<file path="src/rtl/spi_attr_pkg.sv">
// Shared constants, attribute record and engine state encoding for the
// per-frame-attribute SPI master. Assumes a 16-bit register write port.
package spi_attr_pkg;
    localparam int NUM_SETS   = 8;
    localparam int SEL_W      = $clog2(NUM_SETS);
    localparam int DATA_W     = 16;
    localparam int CNT_W      = 16;
    localparam int REG_W      = 16;
    localparam int ADDR_W     = 4;
    localparam int DIV_W      = 4;
    localparam int SIZE_W     = 4;
    localparam int MIN_BITS   = 4;
    localparam int ATTR_W     = SIZE_W + DIV_W + 3;
    localparam int CNT_ADDR   = NUM_SETS;

    // One transfer-attribute set; size_m1 holds frame length minus one.
    typedef struct packed {
        logic              lsb_first;
        logic              cpha;
        logic              cpol;
        logic [DIV_W-1:0]  div;
        logic [SIZE_W-1:0] size_m1;
    } attr_t;

    typedef enum logic [1:0] {
        ENG_IDLE  = 2'd0,
        ENG_LEAD  = 2'd1,
        ENG_SHIFT = 2'd2,
        ENG_GAP   = 2'd3
    } eng_state_e;

    localparam attr_t ATTR_RESET = '{lsb_first: 1'b0, cpha: 1'b0, cpol: 1'b0,
                                     div: '0, size_m1: SIZE_W'(7)};

    // Unpack a register word into an attribute set, raising short sizes.
    function automatic attr_t unpack_attr(input logic [ATTR_W-1:0] w);
        attr_t a;
        a.size_m1   = w[SIZE_W-1:0];
        a.div       = w[SIZE_W +: DIV_W];
        a.cpol      = w[SIZE_W+DIV_W];
        a.cpha      = w[SIZE_W+DIV_W+1];
        a.lsb_first = w[SIZE_W+DIV_W+2];
        if (a.size_m1 < SIZE_W'(MIN_BITS-1))
            a.size_m1 = SIZE_W'(MIN_BITS-1);
        return a;
    endfunction
endpackage

</file>
<file path="src/rtl/spi_attr_table.sv">
// Attribute table: holds NSETS attribute sets written through the register
// port. Writes are refused while the engine is busy and flagged on wr_err
// one cycle later. The read port is combinational from the stored sets, so a
// frame accepted in the same cycle as a write sees the old contents.
module spi_attr_table
    import spi_attr_pkg::*;
#(
    parameter int NSETS = NUM_SETS,
    parameter int SW    = SEL_W,
    parameter int AW    = ADDR_W
) (
    input  logic              clk,
    input  logic              rst_n,
    input  logic              wr_en,
    input  logic [AW-1:0]     wr_addr,
    input  logic [ATTR_W-1:0] wr_word,
    input  logic              busy,
    input  logic [SW-1:0]     rd_sel,
    output attr_t             rd_attr,
    output logic              wr_err
);
    attr_t            sets_q [NSETS];
    logic [NSETS-1:0] hit;
    logic             any_hit;

    // Per-set address decode of the write strobe.
    for (genvar g = 0; g < NSETS; g++) begin : g_dec
        assign hit[g] = wr_en && (wr_addr == AW'(g));
    end
    assign any_hit = |hit;

    // Store accepted writes; the table is frozen while busy.
    always_ff @(posedge clk) begin
        if (!rst_n) begin
            for (int i = 0; i < NSETS; i++) sets_q[i] <= ATTR_RESET;
        end else if (!busy) begin
            for (int i = 0; i < NSETS; i++)
                if (hit[i]) sets_q[i] <= unpack_attr(wr_word);
        end
    end

    // Flag a table write that arrived during a frame.
    always_ff @(posedge clk) begin
        if (!rst_n) wr_err <= 1'b0;
        else        wr_err <= any_hit && busy;
    end

    // Combinational read of the selected set.
    assign rd_attr = sets_q[rd_sel];
endmodule

</file>
<file path="src/rtl/spi_xfer_counter.sv">
// Completed-frame counter with preset, clear-at-start and increment.
// Preset wins over everything; clear and increment may both apply.
module spi_xfer_counter #(
    parameter int W = 16
) (
    input  logic         clk,
    input  logic         rst_n,
    input  logic         load,
    input  logic [W-1:0] load_val,
    input  logic         clear,
    input  logic         incr,
    output logic [W-1:0] count
);
    logic [W-1:0] base;

    // Starting point for this cycle: zero when cleared.
    assign base = clear ? '0 : count;

    // Counter register; natural wrap of the W-bit sum.
    always_ff @(posedge clk) begin
        if (!rst_n)     count <= '0;
        else if (load)  count <= load_val;
        else if (incr)  count <= base + W'(1);
        else if (clear) count <= '0;
    end
endmodule

</file>
<file path="src/rtl/spi_frame_engine.sv">
// Frame engine: takes one command when idle, latches its attribute set and
// runs chip select, SCK, MOSI and MISO sampling from a single half-period
// timer. Assumes miso is already synchronous to clk. frame_end is high in
// the cycle whose edge raises cs_n.
module spi_frame_engine
    import spi_attr_pkg::*;
#(
    parameter int DW = DATA_W
) (
    input  logic          clk,
    input  logic          rst_n,
    input  logic          start_valid,
    output logic          start_ready,
    input  attr_t         start_attr,
    input  logic [DW-1:0] start_data,
    input  logic          miso,
    output logic          sck,
    output logic          mosi,
    output logic          cs_n,
    output logic          rx_valid,
    output logic [DW-1:0] rx_data,
    output logic          frame_end
);
    localparam int BIT_W  = $clog2(DW);
    localparam int EDGE_W = $clog2(2*DW + 1);
    localparam int TMR_W  = DIV_W + 3;

    eng_state_e         st_q;
    attr_t              cur_q;
    logic [DW-1:0]      tx_q;
    logic [DW-1:0]      rx_q;
    logic [TMR_W-1:0]   tmr_q;
    logic [EDGE_W-1:0]  ecnt_q;
    logic [BIT_W-1:0]   drv_q;
    logic [BIT_W-1:0]   smp_q;

    logic [TMR_W-1:0]   half_cur;
    logic [TMR_W-1:0]   half_new;
    logic [EDGE_W-1:0]  edges_tot;
    logic               tmr_done;
    logic               sample_edge;
    logic               final_edge;
    logic               accept;

    // SCK half-period in system clocks for a given attribute set.
    function automatic logic [TMR_W-1:0] half_of(input attr_t a);
        return (TMR_W'(a.div) + TMR_W'(1)) << 1;
    endfunction

    // Data bit index for the idx-th bit on the wire.
    function automatic logic [BIT_W-1:0] slot_of(input attr_t a,
                                                 input logic [BIT_W-1:0] idx);
        return a.lsb_first ? idx : (BIT_W'(a.size_m1) - idx);
    endfunction

    // Derived timing quantities for the running frame.
    always_comb begin
        half_cur    = half_of(cur_q);
        half_new    = half_of(start_attr);
        edges_tot   = (EDGE_W'(cur_q.size_m1) + EDGE_W'(1)) << 1;
        tmr_done    = (tmr_q == '0);
        sample_edge = (~ecnt_q[0]) ^ cur_q.cpha;
        final_edge  = (ecnt_q + EDGE_W'(1)) == edges_tot;
    end

    assign start_ready = (st_q == ENG_IDLE);
    assign accept      = start_ready && start_valid;
    assign frame_end   = (st_q == ENG_SHIFT) && tmr_done && (ecnt_q == edges_tot);

    // Frame sequencer: lead-in, SCK edges, end of frame and idle gap.
    always_ff @(posedge clk) begin
        if (!rst_n) begin
            st_q     <= ENG_IDLE;
            cur_q    <= ATTR_RESET;
            tx_q     <= '0;
            rx_q     <= '0;
            tmr_q    <= '0;
            ecnt_q   <= '0;
            drv_q    <= '0;
            smp_q    <= '0;
            sck      <= 1'b0;
            mosi     <= 1'b0;
            cs_n     <= 1'b1;
            rx_valid <= 1'b0;
            rx_data  <= '0;
        end else begin
            rx_valid <= 1'b0;
            case (st_q)
                ENG_IDLE: begin
                    if (accept) begin
                        cur_q  <= start_attr;
                        tx_q   <= start_data;
                        rx_q   <= '0;
                        cs_n   <= 1'b0;
                        sck    <= start_attr.cpol;
                        tmr_q  <= half_new - TMR_W'(1);
                        ecnt_q <= '0;
                        smp_q  <= '0;
                        st_q   <= ENG_LEAD;
                        if (!start_attr.cpha) begin
                            mosi  <= start_data[slot_of(start_attr, '0)];
                            drv_q <= BIT_W'(1);
                        end else begin
                            mosi  <= 1'b0;
                            drv_q <= '0;
                        end
                    end
                end
                ENG_LEAD, ENG_SHIFT: begin
                    if (!tmr_done) begin
                        tmr_q <= tmr_q - TMR_W'(1);
                    end else if (frame_end) begin
                        cs_n     <= 1'b1;
                        mosi     <= 1'b0;
                        rx_data  <= rx_q;
                        rx_valid <= 1'b1;
                        tmr_q    <= (half_cur << 1) - TMR_W'(1);
                        st_q     <= ENG_GAP;
                    end else begin
                        sck    <= ~sck;
                        ecnt_q <= ecnt_q + EDGE_W'(1);
                        tmr_q  <= half_cur - TMR_W'(1);
                        st_q   <= ENG_SHIFT;
                        if (sample_edge) begin
                            rx_q[slot_of(cur_q, smp_q)] <= miso;
                            smp_q <= smp_q + BIT_W'(1);
                        end else if (!final_edge) begin
                            mosi  <= tx_q[slot_of(cur_q, drv_q)];
                            drv_q <= drv_q + BIT_W'(1);
                        end
                    end
                end
                ENG_GAP: begin
                    if (!tmr_done) tmr_q <= tmr_q - TMR_W'(1);
                    else           st_q  <= ENG_IDLE;
                end
                default: st_q <= ENG_IDLE;
            endcase
        end
    end
endmodule

</file>
<file path="src/rtl/spi_attr_master.sv">
// Top level: attribute table, frame engine and frame counter. Selector is
// overridden to set 0 in slave mode. Register address NUM_SETS is the counter.
module spi_attr_master
    import spi_attr_pkg::*;
(
    input  logic              clk,
    input  logic              rst_n,
    input  logic              mode_slave,
    input  logic              wr_en,
    input  logic [ADDR_W-1:0] wr_addr,
    input  logic [REG_W-1:0]  wr_data,
    input  logic              cmd_valid,
    output logic              cmd_ready,
    input  logic [SEL_W-1:0]  cmd_sel,
    input  logic              cmd_clr_cnt,
    input  logic [DATA_W-1:0] cmd_data,
    input  logic              miso,
    output logic              sck,
    output logic              mosi,
    output logic              cs_n,
    output logic              rx_valid,
    output logic [DATA_W-1:0] rx_data,
    output logic [CNT_W-1:0]  xfer_cnt,
    output logic              wr_err
);
    logic [SEL_W-1:0] sel_eff;
    attr_t            sel_attr;
    logic             frame_end;
    logic             cnt_load;
    logic             cnt_clear;

    // Slave mode pins the selector to set 0.
    assign sel_eff   = mode_slave ? '0 : cmd_sel;
    assign cnt_load  = wr_en && (wr_addr == ADDR_W'(CNT_ADDR));
    assign cnt_clear = cmd_valid && cmd_ready && cmd_clr_cnt;

    spi_attr_table #(.NSETS(NUM_SETS), .SW(SEL_W), .AW(ADDR_W)) u_table (
        .clk     (clk),
        .rst_n   (rst_n),
        .wr_en   (wr_en),
        .wr_addr (wr_addr),
        .wr_word (wr_data[ATTR_W-1:0]),
        .busy    (~cmd_ready),
        .rd_sel  (sel_eff),
        .rd_attr (sel_attr),
        .wr_err  (wr_err)
    );

    spi_frame_engine #(.DW(DATA_W)) u_engine (
        .clk         (clk),
        .rst_n       (rst_n),
        .start_valid (cmd_valid),
        .start_ready (cmd_ready),
        .start_attr  (sel_attr),
        .start_data  (cmd_data),
        .miso        (miso),
        .sck         (sck),
        .mosi        (mosi),
        .cs_n        (cs_n),
        .rx_valid    (rx_valid),
        .rx_data     (rx_data),
        .frame_end   (frame_end)
    );

    spi_xfer_counter #(.W(CNT_W)) u_counter (
        .clk      (clk),
        .rst_n    (rst_n),
        .load     (cnt_load),
        .load_val (wr_data[CNT_W-1:0]),
        .clear    (cnt_clear),
        .incr     (frame_end),
        .count    (xfer_cnt)
    );
endmodule

</file>
<file path="config.mk">
export PLATFORM = sky130hd
export DESIGN_NAME = spi_attr_master
export DESIGN_NICKNAME = d
export VERILOG_FILES = /design/src/rtl/spi_attr_pkg.sv /design/src/rtl/spi_attr_table.sv /design/src/rtl/spi_xfer_counter.sv /design/src/rtl/spi_frame_engine.sv /design/src/rtl/spi_attr_master.sv
export SDC_FILE = /design/constraint.sdc
export NUM_CORES = 1
export LEC_CHECK = 0
export BUFFER_PORTS_ARGS = -buffer_cell sky130_fd_sc_hd__buf_4
export CORE_ASPECT_RATIO = 0.6
export CORE_UTILIZATION = 60
export DETAILED_ROUTE_END_ITERATION = 12
export GPL_TIMING_DRIVEN = 0
export PLACE_DENSITY = 0.82
export SLEW_MARGIN = 20
export SYNTH_ARGS = -nofsm -noshare
export SYNTH_HDL_FRONTEND = slang
export SYNTH_SLANG_ARGS = --single-unit
</file>
<file path="constraint.sdc">
create_clock -name clk -period 7.8 [get_ports clk]
set_input_delay 0.39 -clock clk [delete_from_list [all_inputs] [get_ports clk]]
set_output_delay 0.39 -clock clk [all_outputs]
set_load 0.02 [all_outputs]
</file>
==> metrics.md <==
| Metric | Value |
|---|---|
| Reg-to-reg critical path startpoint | `u_engine.cur_q[1]` |
| # H-tree levels | `4` |
| Reg2Reg Setup Slack | `about 4400 ps` |
| Synth Area in Compound Gates | `~16%` |
| DRT antenna net count | `0` |
| Setup Slack @ Placement | `4023 ps` |
| Nets@finish | `1163` |
| IO Count | `84` |
| Crit share post-route | `43.58%` |
| Critical R2R Capture | `u_engine.rx_data[7]` |
| CTS tree | `done` |
| Crit start category | `flop` |
| Worst-case reg-to-reg path depth | `9` |
| Main combinational cell family by area after synthesis | `simple AND/OR/NAND/NOR gates` |
| Worst EP arrival | `3740 ps` |
| CP max FO | `10` |
| Die Ht | `99.74 um` |
| Syn_area_per_cell | `approximately 9.6 um^2` |
| Post-Layout Cell Count | `between 1k and 1.5k` |
| Routed len/inst | `between 20 and 25 um` |
| CP startpoint | `u_engine.cur_q[1]` |
| Worst Clk Skew | `approximately 18 ps` |
| Vias in the first global route | `7619` |
| Status | `completed` |
| Most used cell, CP | `clkbuf_1` |
| Worst-path clk slew | `~90 ps` |
| Die area | `16450 um^2` |
| Synth Area in Simple Gates | `a little under a fifth` |
| Clk pwr share | `29.3%` |
| Worst Setup EP | `u_engine.rx_data[7]` |
| Die W | `around 160 um` |
| Synthesized flop and latch total | `190` |
| Clock Latency Late Sink | `about 450 ps` |
| Peak Freq | `just under 0.3 GHz` |
| Syn Inst Count | `996` |
| DRC Markers | `0` |
| Pleak | `just over 4 nW` |
| Cell area after synthesis | `roughly 9600 um^2` |
| Critical Path Sink Type | `flop` |
| Antenna violations before repair | `0` |
| Setup tns final | `0 ps` |
| PwrDens | `280.0 nW/um^2` |
| CP Cell Sequence | `ha_1 > xor2_1 > a2bb2oi_1 > a211o_1 > clkbuf_1 > nor2_1 > clkbuf_1 > nand2_1 > a21oi_1` |
| Syn nets | `1062` |
| Post-placement cell area | `10440 um^2` |
| Grt total ovfl | `0` |
| Post-CTS Hold Fix Bufs | `0` |
| Initial DRC Count | `between 1k and 1.5k` |
| Mux cell area share after synthesis | `roughly 6.5%` |
| # Max-Cap Violations | `0` |
| Sequential share of power | `38.9%` |
| Hold Path Class | `primary input to flop` |
| Vias | `about 8.3k` |
| Crit path required time | `8140 ps` |
| Routed WL | `roughly 27000 um` |
| Int Pwr | `between 1.5 and 2 mW` |
| Yosys cell types | `71` |
| Router iterations before antenna repair | `5` |
| Worst Slack Setup Final | `~4400 ps` |
| Total clock sinks | `190` |
| Combinational power share | `a little under a third` |
| Fin crit period | `between 3000 and 4000 ps` |
| Via/cell ratio | `around 6.3` |
| Most common flop cell mapped by yosys | `dfxtp_1` |
| Rows | `35` |
| Final Hold Vio Count | `0` |
| Fin area | `about 11000 um^2` |
| GRT Total Usage | `between 30% and 40%` |
| ANT cells | `0` |
| Register area share after synthesis | `a little under 50%` |
| RSZ-0062 raised after global routing | `no` |
| Post-CTS Setup Inserts | `0` |
| Placed cells | `around 1.3k` |
| Detailed Place HPWL | `between 15000 and 20000 um` |
| Slew HR | `between 30% and 40%` |
| Worst VDD drop | `between 0.15 and 0.2 mV` |
| Critical path's largest stage delay | `between 600 and 700 ps` |
| Worst path slowest cell | `dfxtp_1` |
| Initial core utilization | `61.80%` |
| Fill cells | `~1.1k` |
| Number of CTS-inserted buffers | `17` |
| Post-synth EDFFs | `just under 90` |
| P&R area growth vs syn | `15.82%` |
| Total number of yosys warnings | `0` |
| Sw Ratio | `37.79%` |
| Adder-cell share of the synthesized area | `2.777%` |
| Largest net degree at the start of global routing | `21` |
| Final Power | `~3.1 mW` |
| Port buffer count | `82` |
| Global-route wire length before repair | `approximately 42000 um` |
| WS Path Type | `flop to flop` |
| Slew Viols, Final | `0` |
| Worst-Margin Slew | `1019 ps` |
| Ys async rst share | `0%` |
| CTS max path bufs | `2` |
| Core ar. | `approximately 15000 um^2` |
| Final setup fails | `0` |
| Layout cells sized above 1 | `roughly 15%` |
| Post-CTS sizing | `0` |
| Switch Pwr | `about 1.2 mW` |
| Root Buffer | `clkbuf_16` |
| Placer congestion estimate | `0.9591` |
| Xor/xnor share of the synthesized area | `~4.2%` |
registers in the layout (all words and copies together), names as in the netlist:
name               count
u_engine.rx_q         16
u_engine.sck           1
u_engine.tmr_q         7
u_counter.count       16
u_engine.drv_q         4
u_engine.rx_valid      1
u_table.sets_q        88
u_engine.mosi          1
u_engine.cs_n          1
u_engine.smp_q         4
u_engine.tx_q         16
u_engine.cur_q        10
u_engine.rx_data      16
u_engine.ecnt_q        6
u_table.wr_err         1
u_engine.st_q          2
critical path: cells and delay by family (launching register included):
family	cells	cell delay, ps
AO/OA/AOI/OAI	3	760
buffers and inverters	2	670
flip-flops	1	620
AND/OR/NAND/NOR	2	540
XOR/XNOR	1	390
adder cells (fa/ha/maj)	1	330
stage by stage:
stage / hold slack, ps / util [%]
2_1_floorplan: 432.2 / -
3_5_place_dp: 444.7 / 67.51
5_1_grt: 198.7 / 71.57
4_1_cts: 194.8 / 71.48
3_3_place_gp: 442.5 / 67.42
6_report: 196.4 / 71.57
cell families (layout without fill, tap and decap cells):
kind of cell / Yosys count / count (layout)
AND/OR/NAND/NOR: 383 / 383
adder cells (fa/ha/maj): 20 / 20
XOR/XNOR: 44 / 44
AO/OA/AOI/OAI: 221 / 221
buffers and inverters: 88 / 202
flip-flops: 190 / 190
multiplexers: 50 / 50
worst min path at each step:
stage | from | to | slack (ps) | cells after the start
after detailed placement | u_engine.rx_q[8] | u_engine.rx_data[8] | 440 | 2
after global placement | u_engine.tx_q[15] | u_engine.tx_q[15] | 440 | 2
after floorplan | u_engine.rx_q[0] | u_engine.rx_data[0] | 430 | 2
after global routing | cmd_data[5] | u_engine.tx_q[5] | 200 | 3
after CTS | wr_data[14] | u_counter.count[14] | 190 | 3
final | cmd_data[3] | u_engine.tx_q[3] | 200 | 3
synth_stat cells, types with 4 or more instances:
library cell	n	area share, %
or3_1	7	0.46
a22oi_1	10	0.79
mux2_2	6	0.71
nor2b_1	12	0.79
clkbuf_1	39	1.5
dfxtp_1	102	21
ha_1	18	2.4
nor3_1	17	0.89
xnor2_1	23	2.1
nand2b_1	11	0.72
a21oi_1	70	3.7
a31oi_1	7	0.46
buf_2	4	0.21
nand3_1	20	1.0
buf_1	6	0.24
and3_1	5	0.33
mux4_2	9	2.1
mux2i_1	35	3.7
nor3b_1	4	0.31
o21ai_0	24	1.3
nand4_1	9	0.59
o32ai_1	4	0.37
nand2_1	148	5.8
inv_1	37	1.5
o31ai_1	20	1.6
a211oi_1	19	1.5
or2_2	6	0.39
and2_1	7	0.46
o221ai_1	5	0.46
a221oi_1	8	0.73
xor2_1	20	1.8
o211ai_1	20	1.6
edfxtp_1	88	28
nor2_1	121	4.8
placed cells by master, fill, tap and decap left out, types with 17 or more instances in the layout:
master     instances
a211oi_1          18
a21oi_1           70
buf_4             82
clkbuf_1          40
clkbuf_16         17
dfxtp_1          102
edfxtp_1          88
ha_1              18
inv_1             37
mux2i_1           34
nand2_1          148
nand3_1           20
nor2_1           121
nor3_1            17
o211ai_1          20
o21ai_0           22
o31ai_1           20
xnor2_1           23
xor2_1            20
per-layer routing:
metal | up-vias | track usage [%] | part of all wire, %
li1 | 3791 | - | -
met1 | 3875 | 53.07 | 44
met2 | 586 | 44.09 | 39
met3 | 56 | 11.88 | 15
met4 | 0 | 11.15 | 1.9
met5 | - | 0 | 0
layout make-up:
class | instances | area, um^2 | area share, %
sequential | 190 | 4684 | 42.34
multi-input combinational | 718 | 4554 | 41.16
timing repair buffer | 82 | 615.6 | 5.564
clock buffer | 18 | 429.2 | 3.879
tap | 203 | 254.0 | 2.296
buffer | 50 | 200.2 | 1.809
clock inverter | 14 | 183.9 | 1.662
inverter | 38 | 142.6 | 1.289
power by group through the flow:
stage / clock network [mW] / registers (mW) / logic [mW]
global placement: 0 / 1.22 / 0.908
global route: 0.941 / 1.22 / 1.06
finish: 0.908 / 1.21 / 0.984
floorplan: 0 / 1.21 / 0.664
detailed placement: 0 / 1.22 / 0.930
CTS: 0.900 / 1.20 / 0.947
Power figures use the tool's default switching activity.
